===== src/rtl/pp_pkg.sv =====
package pp_pkg;
    localparam int DW       = 8;
    localparam int IDX_W    = 4;
    localparam logic [15:0] BIO_BASE0 = 16'h1000;
    localparam logic [15:0] BIO_STEP  = 16'h0010;
    localparam logic [15:0] MEM_BASE0 = 16'h5000;
    localparam logic [15:0] MEM_STEP  = 16'h0002;

    // bit-write indices
    localparam logic [IDX_W-1:0] WI_STROBE = 4'd0;
    localparam logic [IDX_W-1:0] WI_AUTOLF = 4'd1;
    localparam logic [IDX_W-1:0] WI_INIT   = 4'd2;
    localparam logic [IDX_W-1:0] WI_SELPR  = 4'd3;
    localparam logic [IDX_W-1:0] WI_SPARE  = 4'd4;
    localparam logic [IDX_W-1:0] WI_DIR    = 4'd5;
    localparam logic [IDX_W-1:0] WI_LED    = 4'd6;

    // bit-test indices
    localparam logic [IDX_W-1:0] RI_PRES   = 4'd0;
    localparam logic [IDX_W-1:0] RI_DIR    = 4'd1;
    localparam logic [IDX_W-1:0] RI_LED    = 4'd2;
    localparam logic [IDX_W-1:0] RI_ERR    = 4'd3;
    localparam logic [IDX_W-1:0] RI_SEL    = 4'd4;
    localparam logic [IDX_W-1:0] RI_PEND   = 4'd5;
    localparam logic [IDX_W-1:0] RI_ACK    = 4'd6;
    localparam logic [IDX_W-1:0] RI_BUSY   = 4'd7;

    typedef struct packed {
        logic spare;
        logic selpr;
        logic init;
        logic autolf;
        logic strobe;
    } ctl_t;

    typedef struct packed {
        logic busy;
        logic ack;
        logic pend;
        logic sel;
        logic err;
    } stat_t;

    localparam int NSTAT = $bits(stat_t);

    function automatic logic [15:0] bio_base(input int k);
        return BIO_BASE0 + (BIO_STEP * 16'(k));
    endfunction

    function automatic logic [15:0] mem_base(input int k);
        return MEM_BASE0 + (MEM_STEP * 16'(k));
    endfunction
endpackage


===== src/rtl/pp_sync.sv =====
module pp_sync #(
    parameter int W = 8
) (
    input  logic         clk,
    input  logic         rst,
    input  logic [W-1:0] d,
    output logic [W-1:0] q
);
    logic [W-1:0] meta;

    always_ff @(posedge clk) begin
        if (rst) begin
            meta <= '0;
            q    <= '0;
        end else begin
            meta <= d;
            q    <= meta;
        end
    end
endmodule


===== src/rtl/pp_port.sv =====
module pp_port
    import pp_pkg::*;
#(
    parameter logic [15:0] BIO_BASE = 16'h1000,
    parameter logic [15:0] MEM_BASE = 16'h5000
) (
    input  logic          clk,
    input  logic          rst,
    input  logic [15:0]   bio_addr,
    input  logic          bio_wr,
    input  logic          bio_wval,
    input  logic [15:0]   mem_addr,
    input  logic          mem_wr,
    input  logic [DW-1:0] mem_wdata,
    input  logic [DW-1:0] pd_in,
    input  stat_t         st_pins,
    output logic [DW-1:0] pd_out,
    output logic          pd_oe,
    output logic          strobe_n,
    output logic          autolf_n,
    output logic          init_p,
    output logic          selpr_n,
    output logic          spare_p,
    output logic          tern_p,
    output logic          led_p,
    output logic          bio_hit_o,
    output logic          bio_rbit_o,
    output logic          mem_hit_o,
    output logic [DW-1:0] mem_rdata_o
);
    logic [IDX_W-1:0] idx;
    ctl_t             ctl;
    logic             dir_in;
    logic             led_q;
    logic [DW-1:0]    latch;
    stat_t            st_s;
    logic [DW-1:0]    din_s;
    logic             tbit;

    assign idx       = bio_addr[IDX_W-1:0];
    assign bio_hit_o = (bio_addr[15:IDX_W] == BIO_BASE[15:IDX_W]);
    assign mem_hit_o = (mem_addr == MEM_BASE);

    pp_sync #(.W(NSTAT)) u_stat_sync (.clk(clk), .rst(rst), .d(st_pins), .q(st_s));
    pp_sync #(.W(DW))    u_data_sync (.clk(clk), .rst(rst), .d(pd_in),   .q(din_s));

    always_ff @(posedge clk) begin
        if (rst) begin
            ctl    <= '0;
            dir_in <= 1'b0;
            led_q  <= 1'b0;
            latch  <= '0;
        end else begin
            if (bio_wr && bio_hit_o) begin
                case (idx)
                    WI_STROBE: ctl.strobe <= bio_wval;
                    WI_AUTOLF: ctl.autolf <= bio_wval;
                    WI_INIT:   ctl.init   <= bio_wval;
                    WI_SELPR:  ctl.selpr  <= bio_wval;
                    WI_SPARE:  ctl.spare  <= bio_wval;
                    WI_DIR:    dir_in     <= bio_wval;
                    WI_LED:    led_q      <= bio_wval;
                    default:   ;
                endcase
            end
            if (mem_wr && mem_hit_o) begin
                latch <= mem_wdata;
            end
        end
    end

    always_comb begin
        case (idx)
            RI_PRES: tbit = 1'b1;
            RI_DIR:  tbit = dir_in;
            RI_LED:  tbit = led_q;
            RI_ERR:  tbit = st_s.err;
            RI_SEL:  tbit = st_s.sel;
            RI_PEND: tbit = st_s.pend;
            RI_ACK:  tbit = st_s.ack;
            RI_BUSY: tbit = st_s.busy;
            default: tbit = 1'b0;
        endcase
    end

    assign bio_rbit_o  = bio_hit_o & tbit;
    assign mem_rdata_o = mem_hit_o ? (dir_in ? din_s : latch) : '0;

    assign pd_out   = latch;
    assign pd_oe    = ~dir_in;
    assign strobe_n = ~ctl.strobe;
    assign autolf_n = ~ctl.autolf;
    assign init_p   = ctl.init;
    assign selpr_n  = ~ctl.selpr;
    assign spare_p  = ctl.spare;
    assign tern_p   = ctl.selpr;
    assign led_p    = led_q;

    // a strobe write lands on the pin one edge later, inverted
    a_r3_strobe_write: assert property (@(posedge clk) disable iff (rst)
        (bio_wr && bio_hit_o && idx == WI_STROBE) |=> (strobe_n == !$past(bio_wval)));

    // select-printer write drives the ternary enable
    a_r5_tern_follows: assert property (@(posedge clk) disable iff (rst)
        (bio_wr && bio_hit_o && idx == WI_SELPR) |=> (tern_p == $past(bio_wval)));

    // writes at unused indices leave every stored bit alone
    a_r7_reserved_write: assert property (@(posedge clk) disable iff (rst)
        (bio_wr && idx > WI_LED && !(mem_wr && mem_hit_o)) |=>
            ($stable(ctl) && $stable(dir_in) && $stable(led_q) && $stable(pd_out)));

    // tests at unused indices read 0
    a_r7_reserved_read: assert property (@(posedge clk) disable iff (rst)
        (idx > RI_BUSY) |-> !bio_rbit_o);

    // memory write loads the data latch
    a_r8_latch_write: assert property (@(posedge clk) disable iff (rst)
        (mem_wr && mem_hit_o) |=> (pd_out == $past(mem_wdata)));

    // output-mode reads return what drives the pins
    a_r9_out_readback: assert property (@(posedge clk) disable iff (rst)
        (mem_hit_o && pd_oe) |-> (mem_rdata_o == pd_out));
endmodule


===== src/rtl/bitio_parport.sv =====
module bitio_parport
    import pp_pkg::*;
#(
    parameter int NPORT = 4
) (
    input  logic                clk,
    input  logic                rst,
    input  logic [15:0]         bio_addr,
    input  logic                bio_wr,
    input  logic                bio_wval,
    output logic                bio_rbit,
    input  logic [15:0]         mem_addr,
    input  logic                mem_wr,
    input  logic [DW-1:0]       mem_wdata,
    output logic [DW-1:0]       mem_rdata,
    input  logic [NPORT*DW-1:0] pd_in,
    output logic [NPORT*DW-1:0] pd_out,
    output logic [NPORT-1:0]    pd_oe,
    input  logic [NPORT-1:0]    st_err,
    input  logic [NPORT-1:0]    st_sel,
    input  logic [NPORT-1:0]    st_pend,
    input  logic [NPORT-1:0]    st_ack,
    input  logic [NPORT-1:0]    st_busy,
    output logic [NPORT-1:0]    ctl_strobe_n,
    output logic [NPORT-1:0]    ctl_autolf_n,
    output logic [NPORT-1:0]    ctl_init,
    output logic [NPORT-1:0]    ctl_selpr_n,
    output logic [NPORT-1:0]    ctl_spare,
    output logic [NPORT-1:0]    tern_en,
    output logic [NPORT-1:0]    led
);
    logic [NPORT-1:0]    bio_hits;
    logic [NPORT-1:0]    mem_hits;
    logic [NPORT-1:0]    rbits;
    logic [DW-1:0]       rbytes [NPORT];

    for (genvar k = 0; k < NPORT; k++) begin : g_port
        stat_t st;
        assign st = '{busy: st_busy[k], ack: st_ack[k], pend: st_pend[k],
                      sel: st_sel[k], err: st_err[k]};

        pp_port #(
            .BIO_BASE(bio_base(k)),
            .MEM_BASE(mem_base(k))
        ) u_port (
            .clk(clk), .rst(rst),
            .bio_addr(bio_addr), .bio_wr(bio_wr), .bio_wval(bio_wval),
            .mem_addr(mem_addr), .mem_wr(mem_wr), .mem_wdata(mem_wdata),
            .pd_in(pd_in[k*DW +: DW]), .st_pins(st),
            .pd_out(pd_out[k*DW +: DW]), .pd_oe(pd_oe[k]),
            .strobe_n(ctl_strobe_n[k]), .autolf_n(ctl_autolf_n[k]),
            .init_p(ctl_init[k]), .selpr_n(ctl_selpr_n[k]),
            .spare_p(ctl_spare[k]), .tern_p(tern_en[k]), .led_p(led[k]),
            .bio_hit_o(bio_hits[k]), .bio_rbit_o(rbits[k]),
            .mem_hit_o(mem_hits[k]), .mem_rdata_o(rbytes[k])
        );
    end

    always_comb begin
        bio_rbit  = 1'b0;
        mem_rdata = '0;
        for (int k = 0; k < NPORT; k++) begin
            bio_rbit  = bio_rbit | rbits[k];
            mem_rdata = mem_rdata | rbytes[k];
        end
    end

    // at most one port claims a bit-bus address
    a_r2_single_hit: assert property (@(posedge clk) disable iff (rst)
        $onehot0(bio_hits));

    // no port claims it -> test returns 0
    a_r2_miss_reads_zero: assert property (@(posedge clk) disable iff (rst)
        (bio_hits == '0) |-> !bio_rbit);

    // memory miss reads 0
    a_r10_miss_reads_zero: assert property (@(posedge clk) disable iff (rst)
        (mem_hits == '0) |-> (mem_rdata == '0));

    // memory write to a miss leaves all latches as they were
    a_r10_miss_no_write: assert property (@(posedge clk) disable iff (rst)
        (mem_wr && mem_hits == '0) |=> $stable(pd_out));
endmodule


===== config.mk =====
export PLATFORM = sky130hd
export DESIGN_NAME = bitio_parport
export DESIGN_NICKNAME = d
export VERILOG_FILES = /design/src/rtl/pp_pkg.sv /design/src/rtl/pp_sync.sv /design/src/rtl/pp_port.sv /design/src/rtl/bitio_parport.sv
export SDC_FILE = /design/constraint.sdc
export NUM_CORES = 1
export LEC_CHECK = 0
export BUFFER_PORTS_ARGS = -buffer_cell sky130_fd_sc_hd__buf_2
export CAP_MARGIN = 25
export CORE_UTILIZATION = 50
export CTS_BUF_LIST = sky130_fd_sc_hd__clkbuf_4 sky130_fd_sc_hd__clkbuf_8
export DETAILED_ROUTE_END_ITERATION = 10
export PLACE_DENSITY = 0.86
export SLEW_MARGIN = 20
export SYNTH_ARGS = -nofsm -noshare
export SYNTH_HDL_FRONTEND = slang
export SYNTH_SLANG_ARGS = --single-unit

===== constraint.sdc =====
create_clock -name clk -period 4 [get_ports clk]
set_input_delay 1 -clock clk [delete_from_list [all_inputs] [get_ports clk]]
set_output_delay 1 -clock clk [all_outputs]
set_load 0.03 [all_outputs]

# Word level (Yosys, flattened, before mapping)

Cells that the tools add are included.

Register bits: 164
Bits in latches: 0
Memory bits (writable): 0
ROM bits: 0
Input port bits: 97
Output and inout port bits: 73
Word-level logic and storage cells: 138
Memories kept: 0

Add/subtract/negate cells: 0
Multiply operators: 0
Div/mod/pow operators: 0
$lt $le $gt $ge: 0
Equality and inequality tests: 15
Shifts and indexed selects: 0
Multiplexer cells: 12
Bitwise operators: 26
Reductions and logical operators: 37

Operator list:

| kind                   | number |
|---|---|
| $eq A16 B15 Y1 const B | 4 |
| $mux W8                | 8 |
| $reduce_and A2 Y1      | 28 |
| $eq A12 B9 Y1 const B  | 4 |
| $pmux W1 S8            | 4 |
| $or A8 B8 Y8           | 3 |
| $eq A4 B3 Y1 const B   | 4 |
| $not A1 Y1             | 16 |
| $eq A4 B2 Y1 const B   | 2 |
| $logic_and A1 B1 Y1    | 8 |
| $and A1 B1 Y1          | 4 |
| $eq A4 B1 Y1 const B   | 1 |
| $logic_not A4 Y1       | 1 |
| $or A1 B1 Y1           | 3 |

# Logic depth before layout (Yosys ltp)

Gate-level depths: netlist of the first run.

Word-level depth: 6
Gate-level depth with buffers: 7
Depth with buffers taken out: 5

# Cells and area by module

Synthesis of the first run repeated with hierarchy kept, for this count alone.

Cell total of the unflattened synthesis: 717
Area total of the unflattened synthesis: 6,824.0 um2

Modules (own cells, without submodules):

| module                                     | times used | cells an instance | area an instance (um2) | seq. area each (um2) |
|---|---|---|---|---|
| pp_port (g_port[1].u_port ...)             | 2          | 124               | 964.7                  | 300.3 |
| pp_port (g_port[0].u_port ...)             | 2          | 124               | 959.7                  | 300.3 |
| pp_sync (g_port[0].u_port.u_data_sync ...) | 4          | 33                | 464.2                  | 320.3 |
| pp_sync (g_port[0].u_port.u_stat_sync ...) | 4          | 20                | 262.8                  | 200.2 |
| bitio_parport                              | 1          | 9                 | 67.6                   | 0.0 |

# Worst setup path before layout of the first run

OpenSTA, ideal clock, no wires.

Path type: input to output
From: input port bio_addr[2]
To: output port bio_rbit
Arrival: 2.443 ns
Data required time: 3.000 ns
Slack: 0.557 ns
Cell stages on the path: 7
Buffers on the path: 2
Cell sequence: buf_2 buf_4 and3_1 a21oi_1 o311ai_0 o311ai_0 a21oi_1

Cells in the longest elaborated chain, start to end: 6
Elaborated cells between the ends (all ways): 19
Those cells by class: 7 x eq/ne; 4 x mux; 7 x bitwise; 1 x reduce/logical

RTL lines:

| item                                       | line                | text |
|---|---|---|
| start: declaration                         | bitio_parport.sv:8  | `input logic [15:0] bio_addr,` |
| $eq A4 B3 Y1, or another cell as far along | pp_port.sv:73       | `case (idx)` |
| $pmux W1 S8                                | pp_port.sv:73       |  |
| $and A1 B1 Y1                              | pp_port.sv:86       | `assign bio_rbit_o = bio_hit_o & tbit;` |
| $or A1 B1 Y1 (2 in series)                 | bitio_parport.sv:63 | `bio_rbit = bio_rbit \| rbits[k];` |
| $or A1 B1 Y1 (*)                           | bitio_parport.sv:63 |  |
| end: declaration                           | bitio_parport.sv:11 | `output logic bio_rbit,` |

Every way passes the cells marked *; elsewhere a longest branch is shown, timed or not.

# Worst setup path in the final report of the first run

From: input port mem_addr[0]
To: output port mem_rdata[0]

Cells in the longest elaborated chain, start to end: 5
Elaborated cells between the ends (all ways): 11
Those cells by class: 4 x eq/ne; 4 x mux; 3 x bitwise

RTL lines:

| item                       | line                | text |
|---|---|---|
| start: declaration         | bitio_parport.sv:12 | `input logic [15:0] mem_addr,` |
| $eq A16 B15 Y1             | pp_port.sv:42       | `assign mem_hit_o = (mem_addr == MEM_BASE);` |
| $mux W8                    | pp_port.sv:87       | `assign mem_rdata_o = mem_hit_o ? (dir_in ? din_s : latch) : '0;` |
| $or A8 B8 Y8 (2 in series) | bitio_parport.sv:64 | `mem_rdata = mem_rdata \| rbytes[k];` |
| $or A8 B8 Y8 (*)           | bitio_parport.sv:64 |  |
| end: declaration           | bitio_parport.sv:15 | `output logic [DW-1:0] mem_rdata,` |

Marked as above.

==> out/metrics.yaml, run 1 <==
timing.final.hold_violations: 0
reg2reg_to: "g_port[1].u_port.dir_in$_SDFFE_PP0P_"
initial_core_util: 0.515
ys_ff_latch: 164
hold_path.class: "reg -> reg"
synthToLayoutAreaGrowth_pct: 17.7
power.density_nw_per_um2: 403
cts.repair.resized: 0
ctsRootBufferMaster: "clkbuf_8"
fp.dieH_um: 116
avgViaCountPerCell: 5.17
holdPathStages: 1
yosys_warnings: 0
final_common_cell: "buf_2"
antenna_found_initial: 2
worst_hold_startpoint: "g_port[0].u_port.u_data_sync.meta[5]$_SDFF_PP0_"
holdPathEnd: "g_port[0].u_port.u_data_sync.q[5]$_SDFF_PP0_"
rows: 41
dieArea_um2: 13500
top_level_ports: 170
tightest_slew_ps: 808
worst_path_largest_cell_delay_ps: 580
path_common_cell: "buf_2"
drv_slew: 0
ff2ff_path_depth: 2
clk_pin_slew_ps: 90
required_ps: 3000
start_kind: "input port"
crit_chain: "buf_2 > or4_4 > nor3_2 > nand2_1 > nor2_2 > a221o_1 > buf_2"
antenna_left: 0
finalSetupViolations: 0
wl_um: 14600
first_global_vias: 4448
grt.total_usage: 0.222
vdd_drop_max_mv: 0.289
grt_max_degree: 91
port_buffers: 169
cp-end-kind: "output port"
cp_num_buf_inv: 2
yosys.cell_types.count: 50
r2r_start: "g_port[1].u_port.dir_in$_SDFFE_PP0P_"
setup_tns_ps: 0
fin_crit_ps: 3830
ys_top_cells_by_area: "dfxtp_1, nor2b_1, mux2i_1"
syn_area_per_cell_um2: 9.78
globalplace.congestion: 0.860
fp.dieW_um: 116
route.detailed.drc: 0
max_cap_violations: 0
crit_type: "in -> out"
slew-limit-headroom: 0.461
synth.top_cell.area_share: 0.503
finalCritPeriodShare: 0.957
synthesis.nets: 764
nFillCells: 1095
nets: 888
drt_iter0_drc: 461
rsz0062_at_grt: "no"
clock-sinks: 164
clock.fmax_mhz: 261
cp.arrival_ps: 2830
outcome: "complete, no violations"
cts_buffers: 17
h-tree-depth: 4
core_region_area_um2: 12700
cts_hold_buf: 0
clk_path_buf_depth: 2
critPathMaxFanout: 8
syn_inst: 667
crit_family: "simple AND/OR/NAND/NOR gates"
synth_top_area_cell: "dfxtp_1"
wire_per_inst_um: 14.9
fin_skew_ps: 12.3
clock_latency_ps: 460
grt_pass1_wl_um: 22400
cts_tree: "done"
grt-ovfl-total: 0
netlist_area_um2: 6530
whs_ps: 431
critPathSlowestCell: "or4_4"
dp_hpwl_um: 10400
drive_above_1_share: 0.301
postCtsSetupBuffers: 0
crit_cells: 7
layout_common_cells: "buf_2, dfxtp_1, nor2b_1"
vias: 5053
timing.reg2reg.setup_slack_ps: 2780
dr.pass1.iters: 5
synth_seq_area_share: 0.503
leakagePower_nw: 3.21
==> synthesized netlist by cell type (all sizes together) <==
library cell / n
and3b: 4
a2111oi: 3
buf: 43
nand4: 4
nor4: 3
o22ai: 9
nand2: 18
or4: 1
a221oi: 1
o311ai: 2
a211oi: 3
o221ai: 1
nor2: 35
nand3b: 1
nand2b: 5
nand3: 37
nor3: 7
mux2: 17
o21ai: 38
a21oi: 39
nor3b: 1
a311oi: 1
and2: 1
or3b: 2
nor4b: 2
and4: 3
nor2b: 108
and4bb: 3
a211o: 1
mux2i: 43
and3: 5
nand4b: 4
dfxtp: 164
clkbuf: 27
a31oi: 1
inv: 22
a221o: 8
==> layout make-up <==
class / instances / area, um^2 / area share
flip-flops and latches: 164 / 3280 / 0.428
diodes: 2 / 5.00 / 0.000652
well taps: 172 / 215 / 0.0280
multi-input cells: 411 / 2760 / 0.360
repair buffers: 175 / 906 / 0.118
clock buffers: 17 / 234 / 0.0305
clock inverters: 15 / 191 / 0.0249
inverters: 22 / 82.6 / 0.0108
==> where the power goes <==
group	switching (mW)	total, mW	internal, mW	leakage (nW)
Clock	0.652	1.24	0.584	0.208
Combinational	0.0909	0.168	0.0771	1.66
Sequential	0.0131	1.69	1.68	1.34
Total	0.756	3.10	2.34	3.21
==> worst max path at each step <==
stage           startpoint            to  slack (ps)
6_report       mem_addr[0]  mem_rdata[0]         170
4_1_cts        mem_addr[0]  mem_rdata[0]         180
3_5_place_dp   mem_addr[0]  mem_rdata[0]         190
5_1_grt        mem_addr[0]  mem_rdata[0]          80
2_1_floorplan  bio_addr[2]      bio_rbit         560
3_3_place_gp   mem_addr[0]  mem_rdata[0]         230
==> cells by family after synthesis <==
kind of cell    Yosys count  share of synthesized area
flops                   164                      0.503
mux                      60                     0.0953
compound gates          107                     0.0964
buf+inv                  92                     0.0738
simple gates            244                      0.231
==> registers in the layout (all words and copies together) (netlist names), 8 cells and up <==
| name | cells |
|---|---|
| g_port.u_port.u_stat_sync.q | 20 |
| g_port.u_port.pd_out | 32 |
| g_port.u_port.u_data_sync.meta | 32 |
| g_port.u_port.ctl | 8 |
| g_port.u_port.u_stat_sync.meta | 20 |
| g_port.u_port.u_data_sync.q | 32 |
==> through the flow <==
stage,instances,util,worst slack [ps],power [mW],cell area [um^2]
2_1_floorplan,667,-,557,1.82,6530
3_3_place_gp,944,0.572,228,1.90,7250
3_5_place_dp,944,0.572,191,1.90,7250
4_1_cts,976,0.606,182,3.12,7670
5_1_grt,978,0.606,75.9,3.22,7680
6_report,978,0.606,170,3.10,7680
==> per-layer routing <==
metal	track usage	vias up	share of wire
li1	-	2504	-
met1	0.298	2290	0.46
met2	0.323	229	0.44
met3	0.0675	30	0.078
met4	0.110	0	0.028
met5	0	-	0
No activity file was read; power rests on OpenSTA's default activity.
==> inputs of run 2 (changes only) <==
- ABC_CLOCK_PERIOD_IN_PS: unset -> 4000
- BUFFER_PORTS_ARGS: -buffer_cell sky130_fd_sc_hd__buf_2 -> unset
- CELL_PAD_IN_SITES_DETAIL_PLACEMENT: unset -> 0
- CELL_PAD_IN_SITES_GLOBAL_PLACEMENT: unset -> 1
- DONT_BUFFER_PORTS: unset -> 1
- PLACE_DENSITY: 0.86 -> 0.92
==> run 2 against run 1 <==
Core utilization shrank 7.4 points. Register-to-register slack about the same. Worst hold slack improved by 3.9 ps. Total power is 6.7% lower. Critical path depth down 2. Die area stayed put. Non-clock buffer count shrank 172. Combinational power fell by 57%. Cell count fell by 18%. Sequential share of layout area rose by 5.9 points. Critical endpoint unchanged.
==> out/metrics.yaml, run 2 (synthesis results as in run 1) <==
fin_area_um2: 6740
required_ps: 3000
finalCritPeriodShare: 0.935
cp_num_buf_inv: 0
grt-ovfl-total: 0
slew-limit-headroom: 0.523
power_mw: 2.89
wl_um: 14600
drive_above_1_share: 0.111
postCtsSetupBuffers: 0
cts_tree: "done"
grt_max_degree: 165
avgViaCountPerCell: 5.58
drv_slew: 0
vias: 4489
cp.arrival_ps: 2740
tightest_slew_ps: 715
layout_common_cells: "dfxtp_1, nor2b_1, mux2i_1"
clock-sinks: 164
grt_pass1_wl_um: 22200
final_common_cell: "dfxtp_1"
placed_area_um2: 6360
crit_type: "in -> out"
start_kind: "input port"
cts.repair.resized: 0
timing.final.hold_violations: 0
synthToLayoutAreaGrowth_pct: 3.34
dieArea_um2: 13500
fp.dieH_um: 116
max_cap_violations: 0
route.detailed.drc: 0
rsz0062_at_grt: "no"
crit_family: "simple AND/OR/NAND/NOR gates"
drt_iter0_drc: 423
h-tree-depth: 4
critPathMaxFanout: 8
first_global_vias: 4189
dp_hpwl_um: 10400
finalSetupViolations: 0
clock.fmax_mhz: 267
clock_latency_ps: 450
outcome: "complete, no violations"
antenna_left: 0
fin_crit_ps: 3740
grt.total_usage: 0.218
cts_hold_buf: 0
rows: 41
fp.dieW_um: 116
vdd_drop_max_mv: 0.231
worst_path_largest_cell_delay_ps: 570
initial_core_util: 0.515
leakagePower_nw: 2.43
clk_path_buf_depth: 2
dr.pass1.iters: 5
nets: 716
cts_buffers: 17
clk_pin_slew_ps: 90
critPathSlowestCell: "or4_4"
multi_input_area_um2: 2760
ctsRootBufferMaster: "clkbuf_8"
fin_skew_ps: 8.72
antenna_found_initial: 1
nFillCells: 1179
globalplace.congestion: 0.858
wire_per_inst_um: 18.2
seq_area_um2: 3280
power.density_nw_per_um2: 428
crit_chain: "or4_4 > nor3_2 > nand2_1 > nor2_2 > a221o_1"
cp-end-kind: "output port"
hold_path.class: "reg -> reg"
top_level_ports: 170
core_region_area_um2: 12700
port_buffers: 0
setup_tns_ps: 0
## run 2: cell count changes in the layout (fill, tap and decap cells not counted), sizes merged
| cell | delta |
|---|---|
| buf | -172 |
| bufinv | -1 |
| clkbuf | +5 |
| clkinv | -3 |
| clkinvlp | +3 |
| diode | -1 |
| inv | -4 |
## run 2: final timing paths
kind	from	endpoint	slack, ps	cells past startpoint
max	mem_addr[0]	mem_rdata[0]	260	5
min	g_port[0].u_port.u_data_sync.meta[5]$_SDFF_PP0_	g_port[0].u_port.u_data_sync.q[5]$_SDFF_PP0_	430	1
max reg2reg	g_port[0].u_port.dir_in$_SDFFE_PP0P_	g_port[0].u_port.dir_in$_SDFFE_PP0P_	2770	2
min reg2reg	g_port[0].u_port.u_data_sync.meta[5]$_SDFF_PP0_	g_port[0].u_port.u_data_sync.q[5]$_SDFF_PP0_	430	1
## run 2: cell type report
cell class,instances,share of cell area
Clock inverter,10,0.0147
Clock buffer,22,0.0412
Sequential cell,164,0.487
Inverter,22,0.0122
Timing Repair Buffer,3,0.00334
Antenna cell,1,0.000371
Tap cell,172,0.0319
Multi-Input combinational cell,411,0.409
## run 2: layer usage
| metal | global-route usage | routed length, um |
|---|---|---|
| met5 | 0 | 0 |
| met1 | 0.288 | 6490 |
| met2 | 0.315 | 6490 |
| met3 | 0.0784 | 1280 |
| met4 | 0.108 | 376 |
## run 2: power by group
group          switching (mW)  total [mW]  internal, mW
registers              0.0132        1.69          1.68
logic                  0.0301      0.0728        0.0427
clock network           0.583        1.12         0.540
## run 2: stage by stage
stage | utilization | worst slack (ps) | std cells | hold slack, ps
finish | 0.532 | 261 | 805 | 435
global route | 0.532 | 165 | 805 | 453
CTS | 0.532 | 281 | 804 | 442
detailed placement | 0.502 | 284 | 772 | 428
global placement | 0.502 | 365 | 772 | 419
floorplan | - | 557 | 667 | 414
==> inputs of run 3 (changes only) <==
- ABC_AREA: unset -> 1
- CORE_UTILIZATION: 50 -> 35
- PLACE_DENSITY: 0.92 -> 0.74
==> run 3 against run 2 <==
Synthesized area up 9.0%. Final area up 10%. Synthesized cell count up 49%. First-iteration DRC count down 7.1%. Clock power up 9%. Register-to-register slack worse by 450 ps. Combinational power up 47%. Die area up 55%. Cell count up 52%. Fmax up 8.0%.
==> out/metrics.yaml, run 3 <==
outcome: "complete, no violations"
grtUsageMet3: 0.0427
synth_seq_area_share: 0.461
cts.repair.resized: 0
finalSetupViolations: 0
final_util: 0.378
postCtsSetupBuffers: 0
cp.arrival_ps: 2460
place_ws_ps: 741
critPathMaxFanout: 10
layout_common_cells: "nand2_1, dfxtp_1, inv_1"
clock-sinks: 164
finalCritPeriodShare: 0.866
grt_max_degree: 138
crit_family: "simple AND/OR/NAND/NOR gates"
ys_async_sr_fraction: 0
start_kind: "flip-flop"
gr-usage-met1: 0.262
drv_slew: 0
core_region_area_um2: 19700
leakagePower_nw: 3.27
rsz0062_at_grt: "no"
netlist_area_um2: 7120
clock.fmax_mhz: 289
dieArea_um2: 20900
dr.pass1.iters: 5
yosys_warnings: 0
globalplace.congestion: 0.853
synthToLayoutAreaGrowth_pct: 4.64
drt_iter0_drc: 393
wire_per_inst_um: 15.4
grt.total_usage: 0.183
cp_num_buf_inv: 1
ctsRootBufferMaster: "clkbuf_8"
syn_area_per_cell_um2: 7.18
timing.final.hold_violations: 0
fin_skew_ps: 9.17
route.detailed.drc: 0
diodes: 0
synth_top_area_cell: "dfxtp_1"
ys_top_cells_by_area: "dfxtp_1, nand2_1, inv_1"
setup_tns_ps: 0
vdd_drop_max_mv: 0.199
fp.dieW_um: 145
critPathSlowestCell: "dfxtp_1"
grt_pass1_wl_um: 28600
wl_um: 18800
drive_above_1_share: 0.0753
synthesis.nets: 1088
synthTopCellsByCount: "nand2_1, dfxtp_1, inv_1, nor2_1, nand4_1"
grt-ovfl-total: 0
crit_type: "reg -> out"
whs_ps: 397
max_cap_violations: 0
clk_path_buf_depth: 2
initial_core_util: 0.361
vias: 5742
fin_crit_ps: 3460
placed_area_um2: 7030
dp_hpwl_um: 13400
required_ps: 3000
cts_hold_buf: 0
ys_ff_latch: 164
avgViaCountPerCell: 4.70
crit_chain: "clkinv_1 > nand2_1 > nand2_1 > nand4_1 > nand4_1"
cp-end-kind: "output port"
syn_inst: 991
top_level_ports: 170
nets: 1040
power.density_nw_per_um2: 405
slew-limit-headroom: 0.571
final_common_cell: "nand2_1"
rows: 51
fin_area_um2: 7450
fp.dieH_um: 145
hold_path.class: "reg -> reg"
synth.top_cell.area_share: 0.461
port_buffers: 0
worst_path_largest_cell_delay_ps: 610
cts_tree: "done"
synth-edff-count: 0
antenna_found_initial: 0
first_global_vias: 5047
clk_pin_slew_ps: 100
grt_use_met2: 0.259
cts_buffers: 17
grt_busiest_layer: "met1"
h-tree-depth: 4
antenna_left: 0
tightest_slew_ps: 642
yosys.cell_types.count: 27
synth_ff_type: "dfxtp_1"
worst_slack_ps: 537
synth_most_common_cell: "nand2_1"
clock_latency_ps: 440
nFillCells: 2171
run 3: cell types whose count changed after synthesis, moves of 13 or more:
cell and change:
inv_1 +139, clkbuf_1 -13, mux2i_1 -43, nor2_1 +123
nand4_1 +70, o21ai_0 -26, mux2_2 -17, nand2_1 +186
nand3_1 +23, nor2b_1 -108
run 3: cell families after synthesis:
logic type | after synthesis | synth area share
buf+inv | 248 | 0.157
flops | 164 | 0.461
simple gates | 519 | 0.335
compound gates | 60 | 0.0464
run 3: layer usage:
metal | share of wire | wire length (um)
met1 | 0.49 | 9220
met2 | 0.43 | 8010
met3 | 0.062 | 1170
met4 | 0.022 | 408
met5 | 0 | 0
run 3: where the power goes:
part	total, mW	leakage [nW]	internal, mW	switching (mW)
Sequential	1.69	1.34	1.68	0.0136
Clock	1.22	0.201	0.483	0.733
Combinational	0.107	1.73	0.0328	0.0738
run 3: stage by stage:
step                total power [mW]  std cells
detailed placement              1.84       1189
CTS                             3.06       1221
finish                          3.02       1221
global placement                1.84       1189
floorplan                       1.84        991
global route                    3.15       1221
run 3: final timing paths:
path,startpoint,endpoint,slack [ps],depth (start not counted)
setup / recovery,g_port[1].u_port.dir_in$_SDFFE_PP0P_,mem_rdata[7],540,5
hold / removal,g_port[2].u_port.u_stat_sync.meta[1]$_SDFF_PP0_,g_port[2].u_port.u_stat_sync.q[1]$_SDFF_PP0_,400,2
setup reg to reg,g_port[3].u_port.dir_in$_SDFFE_PP0P_,g_port[3].u_port.dir_in$_SDFFE_PP0P_,2320,5
hold reg to reg,g_port[2].u_port.u_stat_sync.meta[1]$_SDFF_PP0_,g_port[2].u_port.u_stat_sync.q[1]$_SDFF_PP0_,400,2
run 3: worst register-to-register path, delay by kind of cell, from the launching register on:
| family | cells | cell delay [ps] |
|---|---|---|
| flip-flops | 1 | 610 |
| AO/OA/AOI/OAI | 1 | 80 |
| buffers and inverters | 3 | 810 |
| AND/OR/NAND/NOR | 1 | 120 |
run 3: cell type report:
| type | instances | area (um^2) | share of cell area |
|---|---|---|---|
| Tap cell | 265 | 332 | 0.0445 |
| Multi-Input combinational cell | 579 | 2720 | 0.365 |
| Inverter | 175 | 657 | 0.0882 |
| Timing Repair Buffer | 6 | 45.0 | 0.00605 |
| Clock inverter | 15 | 179 | 0.0240 |
| Sequential cell | 164 | 3280 | 0.441 |
| Clock buffer | 17 | 234 | 0.0314 |
